## src/rtl/flash_seq_pkg.sv

```systemverilog
package flash_seq_pkg;
  typedef enum logic [1:0] {
    ARM_NONE = 2'd0,
    ARM_MASS = 2'd1,
    ARM_PAGE = 2'd2
  } arm_e;

  localparam logic [7:0] MASS_KEY = 8'hAA;
  localparam logic [7:0] PAGE_KEY = 8'h55;

  localparam int CTL_PWE  = 0;
  localparam int CTL_MEN  = 1;
  localparam int CTL_BUSY = 2;
  localparam int CTL_ERR  = 3;
endpackage

```

## src/rtl/flash_seq_regs.sv

```systemverilog
module flash_seq_regs
  import flash_seq_pkg::*;
#(
  parameter int          PAGE_W    = 7,
  parameter logic [7:0]  ADDR_CTL  = 8'hC0,
  parameter logic [7:0]  ADDR_KEY  = 8'hC1,
  parameter logic [7:0]  ADDR_PAGE = 8'hC2
) (
  input  logic              clk_i,
  input  logic              rst_ni,
  input  logic              sfr_we_i,
  input  logic [7:0]        sfr_addr_i,
  input  logic [7:0]        sfr_wdata_i,
  input  logic              irq_off_i,
  input  logic              mass_armed_i,
  input  logic              busy_i,
  output logic              wr_ctl_o,
  output logic              wr_key_o,
  output logic              wr_page_o,
  output logic              pwe_o,
  output logic              err_o,
  output logic [PAGE_W-1:0] page_o,
  output logic [7:0]        rdata_o
);
  localparam int PAD_W = 8 - PAGE_W;

  logic              pwe_q, err_q;
  logic [PAGE_W-1:0] page_q;

  assign wr_ctl_o  = sfr_we_i && (sfr_addr_i == ADDR_CTL);
  assign wr_key_o  = sfr_we_i && (sfr_addr_i == ADDR_KEY);
  assign wr_page_o = sfr_we_i && (sfr_addr_i == ADDR_PAGE);

  always_ff @(posedge clk_i or negedge rst_ni) begin
    if (!rst_ni) begin
      pwe_q  <= 1'b0;
      err_q  <= 1'b0;
      page_q <= '0;
    end else begin
      if (wr_ctl_o) pwe_q <= sfr_wdata_i[CTL_PWE];
      // set wins over write-1-to-clear
      if (pwe_q && !irq_off_i)                err_q <= 1'b1;
      else if (wr_ctl_o && sfr_wdata_i[CTL_ERR]) err_q <= 1'b0;
      if (wr_page_o && !busy_i) page_q <= sfr_wdata_i[7 -: PAGE_W];
    end
  end

  always_comb begin
    rdata_o = 8'h00;
    if (sfr_addr_i == ADDR_CTL) begin
      rdata_o[CTL_PWE]  = pwe_q;
      rdata_o[CTL_MEN]  = mass_armed_i;
      rdata_o[CTL_BUSY] = busy_i;
      rdata_o[CTL_ERR]  = err_q;
    end else if (sfr_addr_i == ADDR_PAGE) begin
      rdata_o = {page_q, {PAD_W{1'b0}}};
    end
  end

  assign pwe_o  = pwe_q;
  assign err_o  = err_q;
  assign page_o = page_q;
endmodule

```

## src/rtl/flash_seq_erase.sv

```systemverilog
module flash_seq_erase
  import flash_seq_pkg::*;
(
  input  logic       clk_i,
  input  logic       rst_ni,
  input  logic       wr_ctl_i,
  input  logic       wr_key_i,
  input  logic       wr_page_i,
  input  logic [7:0] wdata_i,
  input  logic       dbg_en_i,
  input  logic       clk_ok_i,
  input  logic       done_i,
  output logic       mass_armed_o,
  output logic       busy_o,
  output logic       mass_stb_o,
  output logic       page_stb_o
);
  arm_e arm_q;
  logic busy_q, mass_q, page_q;

  always_ff @(posedge clk_i or negedge rst_ni) begin
    if (!rst_ni) begin
      arm_q  <= ARM_NONE;
      busy_q <= 1'b0;
      mass_q <= 1'b0;
      page_q <= 1'b0;
    end else begin
      mass_q <= 1'b0;
      page_q <= 1'b0;
      if (busy_q) begin
        if (done_i) busy_q <= 1'b0;
      end else if (wr_key_i) begin
        // every key write disarms, match or not
        arm_q <= ARM_NONE;
        if (arm_q == ARM_MASS && wdata_i == MASS_KEY && dbg_en_i && clk_ok_i) begin
          mass_q <= 1'b1;
          busy_q <= 1'b1;
        end else if (arm_q == ARM_PAGE && wdata_i == PAGE_KEY && clk_ok_i) begin
          page_q <= 1'b1;
          busy_q <= 1'b1;
        end
      end else if (wr_ctl_i) begin
        if (wdata_i[CTL_MEN])       arm_q <= ARM_MASS;
        else if (arm_q == ARM_MASS) arm_q <= ARM_NONE;
      end else if (wr_page_i) begin
        arm_q <= ARM_PAGE;
      end
    end
  end

  assign mass_armed_o = (arm_q == ARM_MASS);
  assign busy_o       = busy_q;
  assign mass_stb_o   = mass_q;
  assign page_stb_o   = page_q;
endmodule

```

## src/rtl/flash_seq_steer.sv

```systemverilog
module flash_seq_steer #(
  parameter int ADDR_W = 16
) (
  input  logic              pwe_i,
  input  logic              clk_ok_i,
  input  logic              irq_off_i,
  input  logic              busy_i,
  input  logic              xst_we_i,
  input  logic [ADDR_W-1:0] xst_addr_i,
  input  logic [7:0]        xst_wdata_i,
  output logic              ram_we_o,
  output logic [ADDR_W-1:0] ram_addr_o,
  output logic [7:0]        ram_wdata_o,
  output logic              fl_prog_o,
  output logic [ADDR_W-1:0] fl_addr_o,
  output logic [7:0]        fl_wdata_o
);
  logic fl_ok;
  assign fl_ok = clk_ok_i && irq_off_i && !busy_i;

  // a blocked flash store is dropped, never redirected to RAM
  assign ram_we_o    = xst_we_i && !pwe_i;
  assign fl_prog_o   = xst_we_i && pwe_i && fl_ok;
  assign ram_addr_o  = xst_addr_i;
  assign ram_wdata_o = xst_wdata_i;
  assign fl_addr_o   = xst_addr_i;
  assign fl_wdata_o  = xst_wdata_i;
endmodule

```

## src/rtl/flash_seq_ctrl.sv

```systemverilog
module flash_seq_ctrl
  import flash_seq_pkg::*;
#(
  parameter int         ADDR_W     = 16,
  parameter int         PAGE_LOG2  = 9,
  parameter logic [7:0] ADDR_CTL   = 8'hC0,
  parameter logic [7:0] ADDR_KEY   = 8'hC1,
  parameter logic [7:0] ADDR_PAGE  = 8'hC2,
  localparam int        PAGE_W     = ADDR_W - PAGE_LOG2
) (
  input  logic              clk_i,
  input  logic              rst_ni,
  input  logic              sfr_we_i,
  input  logic [7:0]        sfr_addr_i,
  input  logic [7:0]        sfr_wdata_i,
  output logic [7:0]        sfr_rdata_o,
  input  logic              dbg_en_i,
  input  logic              clk_ok_i,
  input  logic              irq_off_i,
  input  logic              xst_we_i,
  input  logic [ADDR_W-1:0] xst_addr_i,
  input  logic [7:0]        xst_wdata_i,
  output logic              ram_we_o,
  output logic [ADDR_W-1:0] ram_addr_o,
  output logic [7:0]        ram_wdata_o,
  output logic              fl_prog_o,
  output logic [ADDR_W-1:0] fl_addr_o,
  output logic [7:0]        fl_wdata_o,
  output logic              fl_mass_erase_o,
  output logic              fl_page_erase_o,
  output logic [PAGE_W-1:0] fl_page_o,
  input  logic              fl_done_i,
  output logic              busy_o,
  output logic              proto_err_o
);
  logic wr_ctl, wr_key, wr_page, pwe, mass_armed, busy;

  flash_seq_regs #(
    .PAGE_W(PAGE_W), .ADDR_CTL(ADDR_CTL), .ADDR_KEY(ADDR_KEY), .ADDR_PAGE(ADDR_PAGE)
  ) u_regs (
    .clk_i        (clk_i),
    .rst_ni       (rst_ni),
    .sfr_we_i     (sfr_we_i),
    .sfr_addr_i   (sfr_addr_i),
    .sfr_wdata_i  (sfr_wdata_i),
    .irq_off_i    (irq_off_i),
    .mass_armed_i (mass_armed),
    .busy_i       (busy),
    .wr_ctl_o     (wr_ctl),
    .wr_key_o     (wr_key),
    .wr_page_o    (wr_page),
    .pwe_o        (pwe),
    .err_o        (proto_err_o),
    .page_o       (fl_page_o),
    .rdata_o      (sfr_rdata_o)
  );

  flash_seq_erase u_erase (
    .clk_i        (clk_i),
    .rst_ni       (rst_ni),
    .wr_ctl_i     (wr_ctl),
    .wr_key_i     (wr_key),
    .wr_page_i    (wr_page),
    .wdata_i      (sfr_wdata_i),
    .dbg_en_i     (dbg_en_i),
    .clk_ok_i     (clk_ok_i),
    .done_i       (fl_done_i),
    .mass_armed_o (mass_armed),
    .busy_o       (busy),
    .mass_stb_o   (fl_mass_erase_o),
    .page_stb_o   (fl_page_erase_o)
  );

  flash_seq_steer #(.ADDR_W(ADDR_W)) u_steer (
    .pwe_i       (pwe),
    .clk_ok_i    (clk_ok_i),
    .irq_off_i   (irq_off_i),
    .busy_i      (busy),
    .xst_we_i    (xst_we_i),
    .xst_addr_i  (xst_addr_i),
    .xst_wdata_i (xst_wdata_i),
    .ram_we_o    (ram_we_o),
    .ram_addr_o  (ram_addr_o),
    .ram_wdata_o (ram_wdata_o),
    .fl_prog_o   (fl_prog_o),
    .fl_addr_o   (fl_addr_o),
    .fl_wdata_o  (fl_wdata_o)
  );

  assign busy_o = busy;
endmodule

```

## config.mk

```make
export PLATFORM = sky130hd
export DESIGN_NAME = flash_seq_ctrl
export DESIGN_NICKNAME = d
export VERILOG_FILES = /design/src/rtl/flash_seq_pkg.sv /design/src/rtl/flash_seq_regs.sv /design/src/rtl/flash_seq_erase.sv /design/src/rtl/flash_seq_steer.sv /design/src/rtl/flash_seq_ctrl.sv
export SDC_FILE = /design/constraint.sdc
export NUM_CORES = 1
export LEC_CHECK = 0
export BUFFER_PORTS_ARGS = -buffer_cell sky130_fd_sc_hd__buf_2
export CAP_MARGIN = 5
export CORE_AREA = 2 2 70 58
export CTS_BUF_LIST = sky130_fd_sc_hd__clkbuf_8
export DETAILED_ROUTE_END_ITERATION = 10
export DIE_AREA = 0 0 72 60
export PLACE_DENSITY = 0.76
export SYNTH_ARGS = -nofsm -noshare
export SYNTH_HDL_FRONTEND = slang
export SYNTH_SLANG_ARGS = --single-unit
```

## constraint.sdc

```tcl
create_clock -name clk_i -period 1.8 [get_ports clk_i]
set_clock_uncertainty 0.05 [all_clocks]
set_input_delay 0.36 -clock clk_i [delete_from_list [all_inputs] [get_ports clk_i]]
set_output_delay 0.36 -clock clk_i [all_outputs]
set_load 0.02 [all_outputs]
```

==> metrics <==
Crit Reg-Reg Startpoint u_erase.busy_o; Rows 20; vias in the first global route 818; Mapped Avg Cell Area 9.61 µm²; combinational share of power 17.9%; IO Port Bufs 44; Final setup viols 8; largest net degree at the start of global routing 15; P_sw 205 µW; Max stage delay on crit path 0.28 ns; cell taking the most area after synthesis buf_4; Routed Antenna Nets 0; Pint 596 µW; final period utilization 106%; Critical path origin sfr_addr_i[4]; Vias 837; Setup WS pre-CTS -0.170 ns; Die Area 4320 µm²; vias per inst 4.78; RSZ-0062 raised after global routing yes; peak supply drop 240 µV; Critical Path RT 1.39 ns; share of the synthesized area in the top cell type 31.2%; design area 1310 µm²; total CTS buffers 3; initial antenna violation count 0; routed wire length 2.46 mm; Leak 0.000679 µW; first-pass GRT wire length 3.75 mm; post-synthesis sequential area ratio 30.4%; CTS tree built; CP dominant cell by count buf_6; Slew Viols, Final 0; GRT Total Usage 11.5%; Post-Syn Instances 120; Worst setup SP type input pin; Synth top cells by count buf_4 (48), dfrtp_1 (14), mux2_2 (8), and2_1 (5), nor2_1 (5); Netlist cell types 30; Max Freq 0.524 GHz; Switching Share 25.6%; Sequential Power Share 44.3%; grt ovf 0; outcome finished with violations; Final Hold Fails 0; crit path DAT 1.50 ns; post-placement cell area 1170 µm²; MaxCap Viol Count 0; gpl congestion 0.748; Clock power frac 37.8%; CP top delay family simple AND/OR/NAND/NOR gates; Net Count, Synth 168; count leader, synth buf_4; normalized max-slew margin 75.6%; core area 3680 µm²; worst hold path startpoint sfr_wdata_i[0]; Starting Density 31.4%; worst-path cell chain buf_6 -> nand4bb_1 -> buf_6 -> nor4bb_4 -> buf_6 -> and2_1 -> buf_6; die height 60 µm; Worst setup EP type output port; total negative slack -0.744 ns; num ports 117; Root Driver clkbuf_8; Mapped Area 1150 µm²; initial drt markers 16; ys flop type dfrtp_1; worst path bufs/invs 4; synth top area cells buf_4 (31%), dfrtp_1 (30%), mux2_2 (7.8%); number of synthesized flops with an enable pin 0; CTS clk-pin slew, worst paths 0.06 ns; asr flop ratio synth 100%; violated checks setup timing; Synth Warn # 0; DR pass1 iterations 4; worst-skew pair later-pin latency 0.24 ns; H-Tree Depth 1; die width 72 µm; HPWL Detailed 1.94 mm; setup ws final -0.110 ns; min Tclk post-route 1.91 ns; worst hold path class in2reg; flops & latches, synth 14; layout cells sized above 1 58.0%; Slowest cell on crit path nor4bb_4; sinks on the clock net 14; Max Buffers Root-to-Sink 2; Routed WL per cell 14.0 µm; crit path max fanout 7; DRC Markers 0; critical path class in2out; Layout area overhead 13.8%; Worst Max-Slew Pin Slew 0.365 ns; power per standard cell area 610 nW/µm²; # nets final 180; ANT cells 0
==> power groups by stage <==
| stage | Combinational [µW] | Clock [µW] | Sequential, µW |
|---|---|---|---|
| after detailed placement | 141 | 0 | 359 |
| after CTS | 145 | 311 | 354 |
| final | 143 | 302 | 355 |
| after global placement | 137 | 0 | 358 |
| after floorplan | 201 | 0 | 376 |
| after global routing | 157 | 328 | 357 |
==> cell usage in the layout, fill, tap and decap left out, types with 4 or more instances in the layout <==
cell / synthesis / layout
clkbuf_8: 0 / 4
buf_4: 48 / 9
dfrtp_1: 14 / 14
nand2_1: 4 / 4
buf_2: 0 / 35
nor2_1: 5 / 5
mux2_2: 8 / 8
buf_6: 0 / 11
==> through the flow <==
step,cells,power (µW),hold slack [ns],util (%)
3_5_place_dp,169,500,0.235,31.8
2_1_floorplan,120,577,0.0144,-
3_3_place_gp,169,495,0.222,31.8
4_1_cts,175,809,0.337,35.6
6_report,175,801,0.335,35.7
5_1_grt,175,842,0.344,35.7
==> worst reg2reg max path: stages, from the launching register on <==
cell and delay [ns]:
dfrtp_1 0.38, nand2b_1 0.22, or4_4 0.52, o311ai_2 0.27
==> timing repair <==
item	CTS	global route
gates resized for setup	21	1
buffers inserted	1	0
setup endpoints to repair	8	8
endpoints found under the hold margin	14	0
pin swaps	3	1
hold buffers	1	0
==> sequential cells by signal, summed over array words and instances (netlist names) <==
| register | cells |
|---|---|
| u_erase.mass_stb_o | 1 |
| u_regs.err_o | 1 |
| u_regs.page_o | 7 |
| u_erase.arm_q | 2 |
| u_regs.pwe_o | 1 |
| u_erase.busy_o | 1 |
| u_erase.page_stb_o | 1 |
==> layer usage <==
metal,wire (µm),part of all wire [%],track usage [%],up-vias
met5,0,0,0,-
met4,10,0.41,4.04,0
met3,226,9.2,3.37,2
met2,1260,51,20.9,38
met1,963,39,13.0,403
li1,-,-,-,394
==> logic make-up (layout without fill, tap and decap cells) <==
| kind of cell | count (synthesis) | count (layout) | synth area share, % |
|---|---|---|---|
| buffers and inverters | 52 | 63 | 32.5 |
| multiplexers | 8 | 8 | 7.81 |
| AO/OA/AOI/OAI | 9 | 9 | 7.49 |
| AND/OR/NAND/NOR | 37 | 37 | 21.8 |
| flip-flops | 14 | 14 | 30.4 |
==> worst paths after layout <==
check                           slack (ns)  depth (start not counted)                 end
worst min register to register        0.47                          1    u_regs.page_o[3]
max in group asynchronous             0.95                          2  u_erase.mass_stb_o
min in group asynchronous             0.50                          2    u_regs.page_o[2]
worst max-delay path                 -0.11                          7      sfr_rdata_o[7]
worst max register to register        0.27                          3      u_erase.busy_o
worst min-delay path                  0.34                          2        u_regs.pwe_o
==> final cells by class <==
class	instances	area, µm²
clock buffer	4	55.1
fill	370	2370
inverter	3	11.3
multi-input combinational	54	464
sequential	14	350
tap	44	55.1
timing repair buffer	56	377
Power figures use the tool's default switching activity.
